**src/rtl/fpadd_pkg.sv**
```systemverilog
package fpadd_pkg;

    localparam int DEF_EXP_W  = 8;
    localparam int DEF_FRAC_W = 23;

    typedef enum logic [1:0] {
        ST_IDLE,
        ST_EVAL,
        ST_NORM
    } fsm_e;

    typedef enum logic [1:0] {
        PATH_SUM,
        PATH_TAKE_A,
        PATH_TAKE_B
    } path_e;

    // Width of the signed exponent tracker: room for exp_max+1 and for
    // a drop of up to FRAC_W positions below 1.
    function automatic int ext_w(input int ew, input int fw);
        int lw;
        lw = $clog2(fw + 2);
        return ((ew > lw) ? ew : lw) + 2;
    endfunction

endpackage

```
**src/rtl/fpadd_unpack.sv**
```systemverilog
module fpadd_unpack #(
    parameter int EXP_W  = fpadd_pkg::DEF_EXP_W,
    parameter int FRAC_W = fpadd_pkg::DEF_FRAC_W,
    localparam int W     = 1 + EXP_W + FRAC_W
) (
    input  logic [W-1:0]      word,
    output logic              sign,
    output logic [EXP_W-1:0]  bexp,
    output logic [FRAC_W:0]   sig,
    output logic              is_zero
);
    // Field split; the hidden one is restored above the fraction.
    assign sign    = word[W-1];
    assign bexp    = word[W-2:FRAC_W];
    assign sig     = {1'b1, word[FRAC_W-1:0]};
    assign is_zero = (bexp == '0);
endmodule

```
**src/rtl/fpadd_align_sum.sv**
```systemverilog
module fpadd_align_sum
    import fpadd_pkg::*;
#(
    parameter int EXP_W  = DEF_EXP_W,
    parameter int FRAC_W = DEF_FRAC_W,
    localparam int SW    = FRAC_W + 3
) (
    input  logic                  clk,
    input  logic                  rst,
    input  logic                  sign_a,
    input  logic [EXP_W-1:0]      exp_a,
    input  logic [FRAC_W:0]       sig_a,
    input  logic                  zero_a,
    input  logic                  sign_b,
    input  logic [EXP_W-1:0]      exp_b,
    input  logic [FRAC_W:0]       sig_b,
    input  logic                  zero_b,
    output path_e                 path,
    output logic signed [SW-1:0]  sum,
    output logic [EXP_W-1:0]      big_exp
);
    localparam logic [EXP_W-1:0] GAP_MAX = EXP_W'(FRAC_W + 1);

    logic                  a_ge;
    logic [EXP_W-1:0]      gap;
    logic [FRAC_W:0]       al_a, al_b;
    logic signed [SW-1:0]  va, vb, sa, sb;

    always_comb begin
        a_ge    = (exp_a >= exp_b);
        gap     = a_ge ? (exp_a - exp_b) : (exp_b - exp_a);
        big_exp = a_ge ? exp_a : exp_b;

        // Zero operands win over the gap test; A is tested first.
        if (zero_a)              path = PATH_TAKE_B;
        else if (zero_b)         path = PATH_TAKE_A;
        else if (gap > GAP_MAX)  path = a_ge ? PATH_TAKE_A : PATH_TAKE_B;
        else                     path = PATH_SUM;

        // Right shift of the smaller operand; dropped bits are lost.
        al_a = a_ge ? sig_a : (sig_a >> gap);
        al_b = a_ge ? (sig_b >> gap) : sig_b;

        va  = SW'({2'b00, al_a});
        vb  = SW'({2'b00, al_b});
        sa  = sign_a ? -va : va;
        sb  = sign_b ? -vb : vb;
        sum = sa + sb;
    end

    // The two aligned significands never reach the most negative code.
    AST_SUM_FITS: assert property (@(posedge clk) disable iff (rst)
        (path == PATH_SUM) |-> (sum != {1'b1, {(SW-1){1'b0}}}))
        else $error("sum overflowed working width");
endmodule

```
**src/rtl/fpadd_normalize.sv**
```systemverilog
module fpadd_normalize
    import fpadd_pkg::*;
#(
    parameter int EXP_W  = DEF_EXP_W,
    parameter int FRAC_W = DEF_FRAC_W,
    localparam int W     = 1 + EXP_W + FRAC_W,
    localparam int SW    = FRAC_W + 3,
    localparam int MW    = FRAC_W + 2,
    localparam int XW    = ext_w(EXP_W, FRAC_W),
    localparam int LIMIT = FRAC_W + 3,
    localparam int CW    = $clog2(LIMIT + 1)
) (
    input  logic                  clk,
    input  logic                  rst,
    input  logic                  load,
    input  logic signed [SW-1:0]  load_sum,
    input  logic [EXP_W-1:0]      load_exp,
    output logic                  fin,
    output logic [W-1:0]          packed_res
);
    localparam logic signed [XW-1:0] EMAX_X = XW'((1 << EXP_W) - 2);
    localparam logic signed [XW-1:0] ONE_X  = XW'(1);

    logic                  active;
    logic                  sgn;
    logic [MW-1:0]         mag;
    logic signed [XW-1:0]  ex;
    logic [CW-1:0]         cnt;
    logic signed [SW-1:0]  abs_sum;

    assign abs_sum = load_sum[SW-1] ? -load_sum : load_sum;
    assign fin     = active && ((mag[FRAC_W] && !mag[FRAC_W+1]) ||
                                (cnt == CW'(LIMIT)));

    always_ff @(posedge clk) begin
        if (rst) begin
            active <= 1'b0;
            sgn    <= 1'b0;
            mag    <= '0;
            ex     <= '0;
            cnt    <= '0;
        end else if (load) begin
            active <= 1'b1;
            sgn    <= load_sum[SW-1];
            mag    <= abs_sum[MW-1:0];
            ex     <= signed'({{(XW-EXP_W){1'b0}}, load_exp});
            cnt    <= '0;
        end else if (fin) begin
            active <= 1'b0;
        end else if (active) begin
            cnt <= cnt + 1'b1;
            if (mag[FRAC_W+1]) begin
                mag <= mag >> 1;
                ex  <= ex + ONE_X;
            end else begin
                mag <= mag << 1;
                ex  <= ex - ONE_X;
            end
        end
    end

    // Pack with saturation above the range and flush below it.
    always_comb begin
        if (ex > EMAX_X)
            packed_res = {sgn, EMAX_X[EXP_W-1:0], {FRAC_W{1'b1}}};
        else if (ex < ONE_X)
            packed_res = '0;
        else
            packed_res = {sgn, ex[EXP_W-1:0], mag[FRAC_W-1:0]};
    end

    AST_STEP_BOUND: assert property (@(posedge clk) disable iff (rst)
        active |-> (cnt < CW'(LIMIT)))
        else $error("normalizer exceeded its step budget");

    AST_LOAD_NONZERO: assert property (@(posedge clk) disable iff (rst)
        load |-> (load_sum != '0))
        else $error("zero sum routed into normalizer");

    AST_NO_RELOAD_BUSY: assert property (@(posedge clk) disable iff (rst)
        (active && !fin) |-> !load)
        else $error("normalizer reloaded while busy");
endmodule

```
**src/rtl/fpadd_trunc.sv**
```systemverilog
module fpadd_trunc
    import fpadd_pkg::*;
#(
    parameter int EXP_W  = DEF_EXP_W,
    parameter int FRAC_W = DEF_FRAC_W,
    localparam int W     = 1 + EXP_W + FRAC_W,
    localparam int SW    = FRAC_W + 3
) (
    input  logic          clk,
    input  logic          rst,
    input  logic          start,
    input  logic          sub_op,
    input  logic [W-1:0]  opa,
    input  logic [W-1:0]  opb,
    output logic          done,
    output logic [W-1:0]  result
);
    typedef logic [W-1:0] word_t;

    fsm_e                  state;
    word_t                 opa_q, opb_q;
    word_t                 op_w [2];
    logic                  sgn_v  [2];
    logic [EXP_W-1:0]      exp_v  [2];
    logic [FRAC_W:0]       sig_v  [2];
    logic                  zero_v [2];
    path_e                 path;
    logic signed [SW-1:0]  sum;
    logic [EXP_W-1:0]      big_exp;
    logic                  norm_load;
    logic                  norm_fin;
    word_t                 norm_res;

    assign op_w[0] = opa_q;
    assign op_w[1] = opb_q;

    for (genvar i = 0; i < 2; i++) begin : g_unpack
        fpadd_unpack #(.EXP_W(EXP_W), .FRAC_W(FRAC_W)) u_unpack (
            .word    (op_w[i]),
            .sign    (sgn_v[i]),
            .bexp    (exp_v[i]),
            .sig     (sig_v[i]),
            .is_zero (zero_v[i])
        );
    end

    fpadd_align_sum #(.EXP_W(EXP_W), .FRAC_W(FRAC_W)) u_align (
        .clk     (clk),
        .rst     (rst),
        .sign_a  (sgn_v[0]),
        .exp_a   (exp_v[0]),
        .sig_a   (sig_v[0]),
        .zero_a  (zero_v[0]),
        .sign_b  (sgn_v[1]),
        .exp_b   (exp_v[1]),
        .sig_b   (sig_v[1]),
        .zero_b  (zero_v[1]),
        .path    (path),
        .sum     (sum),
        .big_exp (big_exp)
    );

    assign norm_load = (state == ST_EVAL) && (path == PATH_SUM) && (sum != '0);

    fpadd_normalize #(.EXP_W(EXP_W), .FRAC_W(FRAC_W)) u_norm (
        .clk        (clk),
        .rst        (rst),
        .load       (norm_load),
        .load_sum   (sum),
        .load_exp   (big_exp),
        .fin        (norm_fin),
        .packed_res (norm_res)
    );

    always_ff @(posedge clk) begin
        if (rst) begin
            state  <= ST_IDLE;
            opa_q  <= '0;
            opb_q  <= '0;
            done   <= 1'b0;
            result <= '0;
        end else begin
            done <= 1'b0;
            unique case (state)
                ST_IDLE: begin
                    if (start) begin
                        opa_q <= opa;
                        opb_q <= opb ^ {sub_op, {(W-1){1'b0}}};
                        state <= ST_EVAL;
                    end
                end
                ST_EVAL: begin
                    unique case (path)
                        PATH_TAKE_A: begin
                            result <= opa_q;
                            done   <= 1'b1;
                            state  <= ST_IDLE;
                        end
                        PATH_TAKE_B: begin
                            result <= opb_q;
                            done   <= 1'b1;
                            state  <= ST_IDLE;
                        end
                        default: begin
                            if (sum == '0) begin
                                result <= '0;
                                done   <= 1'b1;
                                state  <= ST_IDLE;
                            end else begin
                                state  <= ST_NORM;
                            end
                        end
                    endcase
                end
                ST_NORM: begin
                    if (norm_fin) begin
                        result <= norm_res;
                        done   <= 1'b1;
                        state  <= ST_IDLE;
                    end
                end
                default: state <= ST_IDLE;
            endcase
        end
    end

    AST_DONE_PULSE: assert property (@(posedge clk) disable iff (rst)
        done |=> !done)
        else $error("done held longer than one cycle");

    AST_OPS_FROZEN: assert property (@(posedge clk) disable iff (rst)
        (state != ST_IDLE) |=> ($stable(opa_q) && $stable(opb_q)))
        else $error("operands reloaded while busy");

    AST_RESULT_HELD: assert property (@(posedge clk) disable iff (rst)
        (result != $past(result)) |-> done)
        else $error("result moved without done");

    AST_EXP_RANGE: assert property (@(posedge clk) disable iff (rst)
        (state == ST_NORM && norm_fin) |=> (result[W-2:FRAC_W] != '1))
        else $error("normalized exponent left finite range");
endmodule

```
**config.mk**
```make
export PLATFORM = sky130hd
export DESIGN_NAME = fpadd_trunc
export DESIGN_NICKNAME = d
export VERILOG_FILES = /design/src/rtl/fpadd_pkg.sv /design/src/rtl/fpadd_unpack.sv /design/src/rtl/fpadd_align_sum.sv /design/src/rtl/fpadd_normalize.sv /design/src/rtl/fpadd_trunc.sv
export SDC_FILE = /design/constraint.sdc
export NUM_CORES = 1
export LEC_CHECK = 0
export ABC_CLOCK_PERIOD_IN_PS = 23000
export BUFFER_PORTS_ARGS = -buffer_cell sky130_fd_sc_hd__buf_2
export CELL_PAD_IN_SITES_DETAIL_PLACEMENT = 1
export CELL_PAD_IN_SITES_GLOBAL_PLACEMENT = 2
export CORE_MARGIN = 2
export CORE_UTILIZATION = 25
export DETAILED_ROUTE_END_ITERATION = 16
export PLACE_DENSITY = 0.67
export RECOVER_POWER = 100
export SETUP_SLACK_MARGIN = 0.05
export SLEW_MARGIN = 20
export SYNTH_ARGS = -nofsm -noshare
export SYNTH_HDL_FRONTEND = slang
export SYNTH_SLANG_ARGS = --single-unit
```
**constraint.sdc**
```tcl
create_clock -name clk -period 23 [get_ports clk]
set_input_delay 2.3 -clock clk [delete_from_list [all_inputs] [get_ports clk]]
set_output_delay 2.3 -clock clk [all_outputs]
set_load 0.02 [all_outputs]
```
==> metrics <==
layout cells sized above 1=0.1139; final setup margin=8.463 ns; final setup violation count=0; die area=59670 um^2; failing checks=capacitance limit, slew limit; placed insts=2691; GRT overflow=0; number of gates resized after CTS=0; max cap viols=6; dpl ws=12.25 ns; mapped cell area=14430 um^2; area of the multi-input gates=10780 um^2; Wirelength per Cell=26.04 um; Leak Pwr=5.894 nW; CTS tree=built; Mapped Nets=2065; Clk Latency, worst-skew pair=0.46 ns; Comb power frac=0.743; Sum Neg Setup Slack=0 ns; H-tree depth=4; R2R cell count=34; crit path DAT=14.69 ns; Seq pwr share=0.151; Core ar.=57370 um^2; Pwr Density=167.7 nW/um^2; Max rail drop VDD=0.07248 mV; Setup CP Type=flip-flop to flip-flop; most numerous cell in the Yosys netlist=nand2_1; 1st-iter DRT viols=1302; cells taking the most area after synthesis=dfxtp_1, nand2_1, a21oi_1, mux2i_1, ha_1; most used flip-flop cell after synthesis=dfxtp_1; fill count=7021; row count=88; Worst-Margin Slew=3.775 ns; Initial Utilization=0.2516; Seq. cell area=2823 um^2; Critical Path Slowest Stage Cell=nand2_1; pin count of the biggest net entering global routing=81; hold path cells=2; number of distinct library cells after synthesis=108; DPL Wire Length=54340 um; most frequent CP cell=o21ai_0; post-CTS setup buffers=0; GRT Total Usage=0.2332; Port Buffers=100; Post-synth ARST share=0; syn avg cell area=7.440 um^2; CTS Root Cell=clkbuf_16; Die Ht=244.3 um; Post-Layout Cell Count=2724; DR vias=15827; RSZ-0062 raised after global routing=false; clk slew on worst S/H paths=0.07 ns; P_sw=1.579 mW; final slew viol count=233; final period utilization=0.6320; Antenna Nets Post-Route=0; Die Wd=244.3 um; fmax=68.79 MHz; WP data required=23.16 ns; DRT Wirelength=70930 um; vias in the first global route=15811; sequential fraction of the synthesis area=0.1956; Critical Path Sink Type=flip-flop; drt pass-1 iters=5; Slew HR=-1.517; DP Area=15500 um^2; peak per-stage delay on the critical path=1.53 ns; NumNets Final=2070; hold buffer count at CTS=0; design area=15990 um^2; Via density=5.810; sw frac=0.5888; Min-Delay Path Class=flip-flop to flip-flop; Cells after Synth=1940; area share of the largest cell type after synthesis=0.1956; Num CTS Buffers=17; Final Critical Period=14.54 ns; P&R area growth vs syn=10.80%; Seq cells post-synth=141; cell taking the most area after synthesis=dfxtp_1; Clock Sink Count=141; Final Hold Vio Count=0; Yosys warning count=0; status=complete, but fails checks; Post-synth EDFFs=0; initial antenna violation count=5; startpoint type of the worst setup path=flip-flop; Clock Skew=0.01050 ns; Hold WS=0.5022 ns; synth cell count leaders=nand2_1, a21oi_1, dfxtp_1; global-route wire length before repair=105000 um; routability congestion estimate=1.001; crit path max fanout=36; drc violations=0; Power Internal=1.103 mW; Max clock buf depth=2; Clock power frac=0.105; io pins=101
==> metal layers <==
layer / track usage / vias up / wire [um]
met5: 0 / - / 0
li1: - / 7210 / -
met1: 0.3205 / 7938 / 33040
met2: 0.3600 / 557 / 30720
met4: 0.08070 / 0 / 2367
met3: 0.04818 / 122 / 4797
==> metrics by stage <==
| step | power [mW] | utilization |
|---|---|---|
| final | 2.682 | 0.2788 |
| after global routing | 2.863 | 0.2787 |
| after CTS | 2.658 | 0.2801 |
| after detailed placement | 2.366 | 0.2702 |
| after global placement | 2.342 | 0.2701 |
| after floorplan | 1.759 | - |
==> kinds of logic (layout without fill, tap and decap cells) <==
family,count (synthesis),after routing,synth area share
xor+xnor,93,93,0.05860
mux,116,116,0.09934
flops,141,141,0.1956
simple gates,669,669,0.2244
other cells,0,1,0
compound gates,669,669,0.3135
buf+inv,195,213,0.05764
fa+ha+maj,57,57,0.05097
==> layout make-up <==
class / count / share of cell area
clock inverters: 15 / 0.009075
inverters: 52 / 0.01220
multi-input cells: 1604 / 0.6741
clock buffers: 17 / 0.02660
flip-flops and latches: 141 / 0.1765
diodes: 1 / 0.0001565
well taps: 765 / 0.05985
repair buffers: 129 / 0.04154
==> registers in the layout, summed over array words and instances (netlist names) <==
signal         count
done               1
opa_q             32
opb_q             32
state              2
result            32
u_norm.ex         10
u_norm.cnt         5
u_norm.mag        25
u_norm.sgn         1
u_norm.active      1
==> cells in the final DEF, fill, tap and decap left out, types with 17 or more instances in the layout <==
cell and instances:
nand2b_1 17, dfxtp_1 141, o21ai_0 106, a21oi_1 196
mux4_2 20, nor3_1 42, clkbuf_1 37, and3_1 18
xor2_1 34, a22oi_1 39, a211oi_1 71, and2_1 18
buf_4 26, mux2i_1 78, a21o_1 21, buf_2 66
nand2_1 290, o21a_1 27, xnor2_1 57, ha_1 53
a31oi_1 17, nor2_1 118, nand3_1 39, clkbuf_16 17
inv_1 51, mux2_2 17, or3_1 17
==> worst max-delay path, delay by kind of cell (launching register included) <==
family	cells	cell delay [ns]
XOR/XNOR	1	0.22
flip-flops	1	0.43
AO/OA/AOI/OAI	15	5.98
multiplexers	1	0.39
AND/OR/NAND/NOR	11	4.50
buffers and inverters	3	1.54
adder cells (fa/ha/maj)	3	1.12
==> final timing paths <==
kind,start,endpoint,slack [ns]
hold / removal,u_norm.sgn$_SDFFE_PP0N_,u_norm.sgn$_SDFFE_PP0N_,0.50
setup reg to reg,opb_q[28]$_SDFFE_PP0P_,u_norm.ex[1]$_SDFFE_PP0P_,8.46
setup / recovery,opb_q[28]$_SDFFE_PP0P_,u_norm.ex[1]$_SDFFE_PP0P_,8.46
hold reg to reg,u_norm.sgn$_SDFFE_PP0N_,u_norm.sgn$_SDFFE_PP0N_,0.50
==> power groups by stage <==
stage | clock (mW) | sequential [mW] | combinational [mW]
floorplan | 0 | 0.382 | 1.38
global placement | 0 | 0.407 | 1.93
detailed placement | 0 | 0.408 | 1.96
CTS | 0.288 | 0.403 | 1.97
global route | 0.297 | 0.413 | 2.15
finish | 0.282 | 0.406 | 1.99
(Power assumes the default switching activity.)
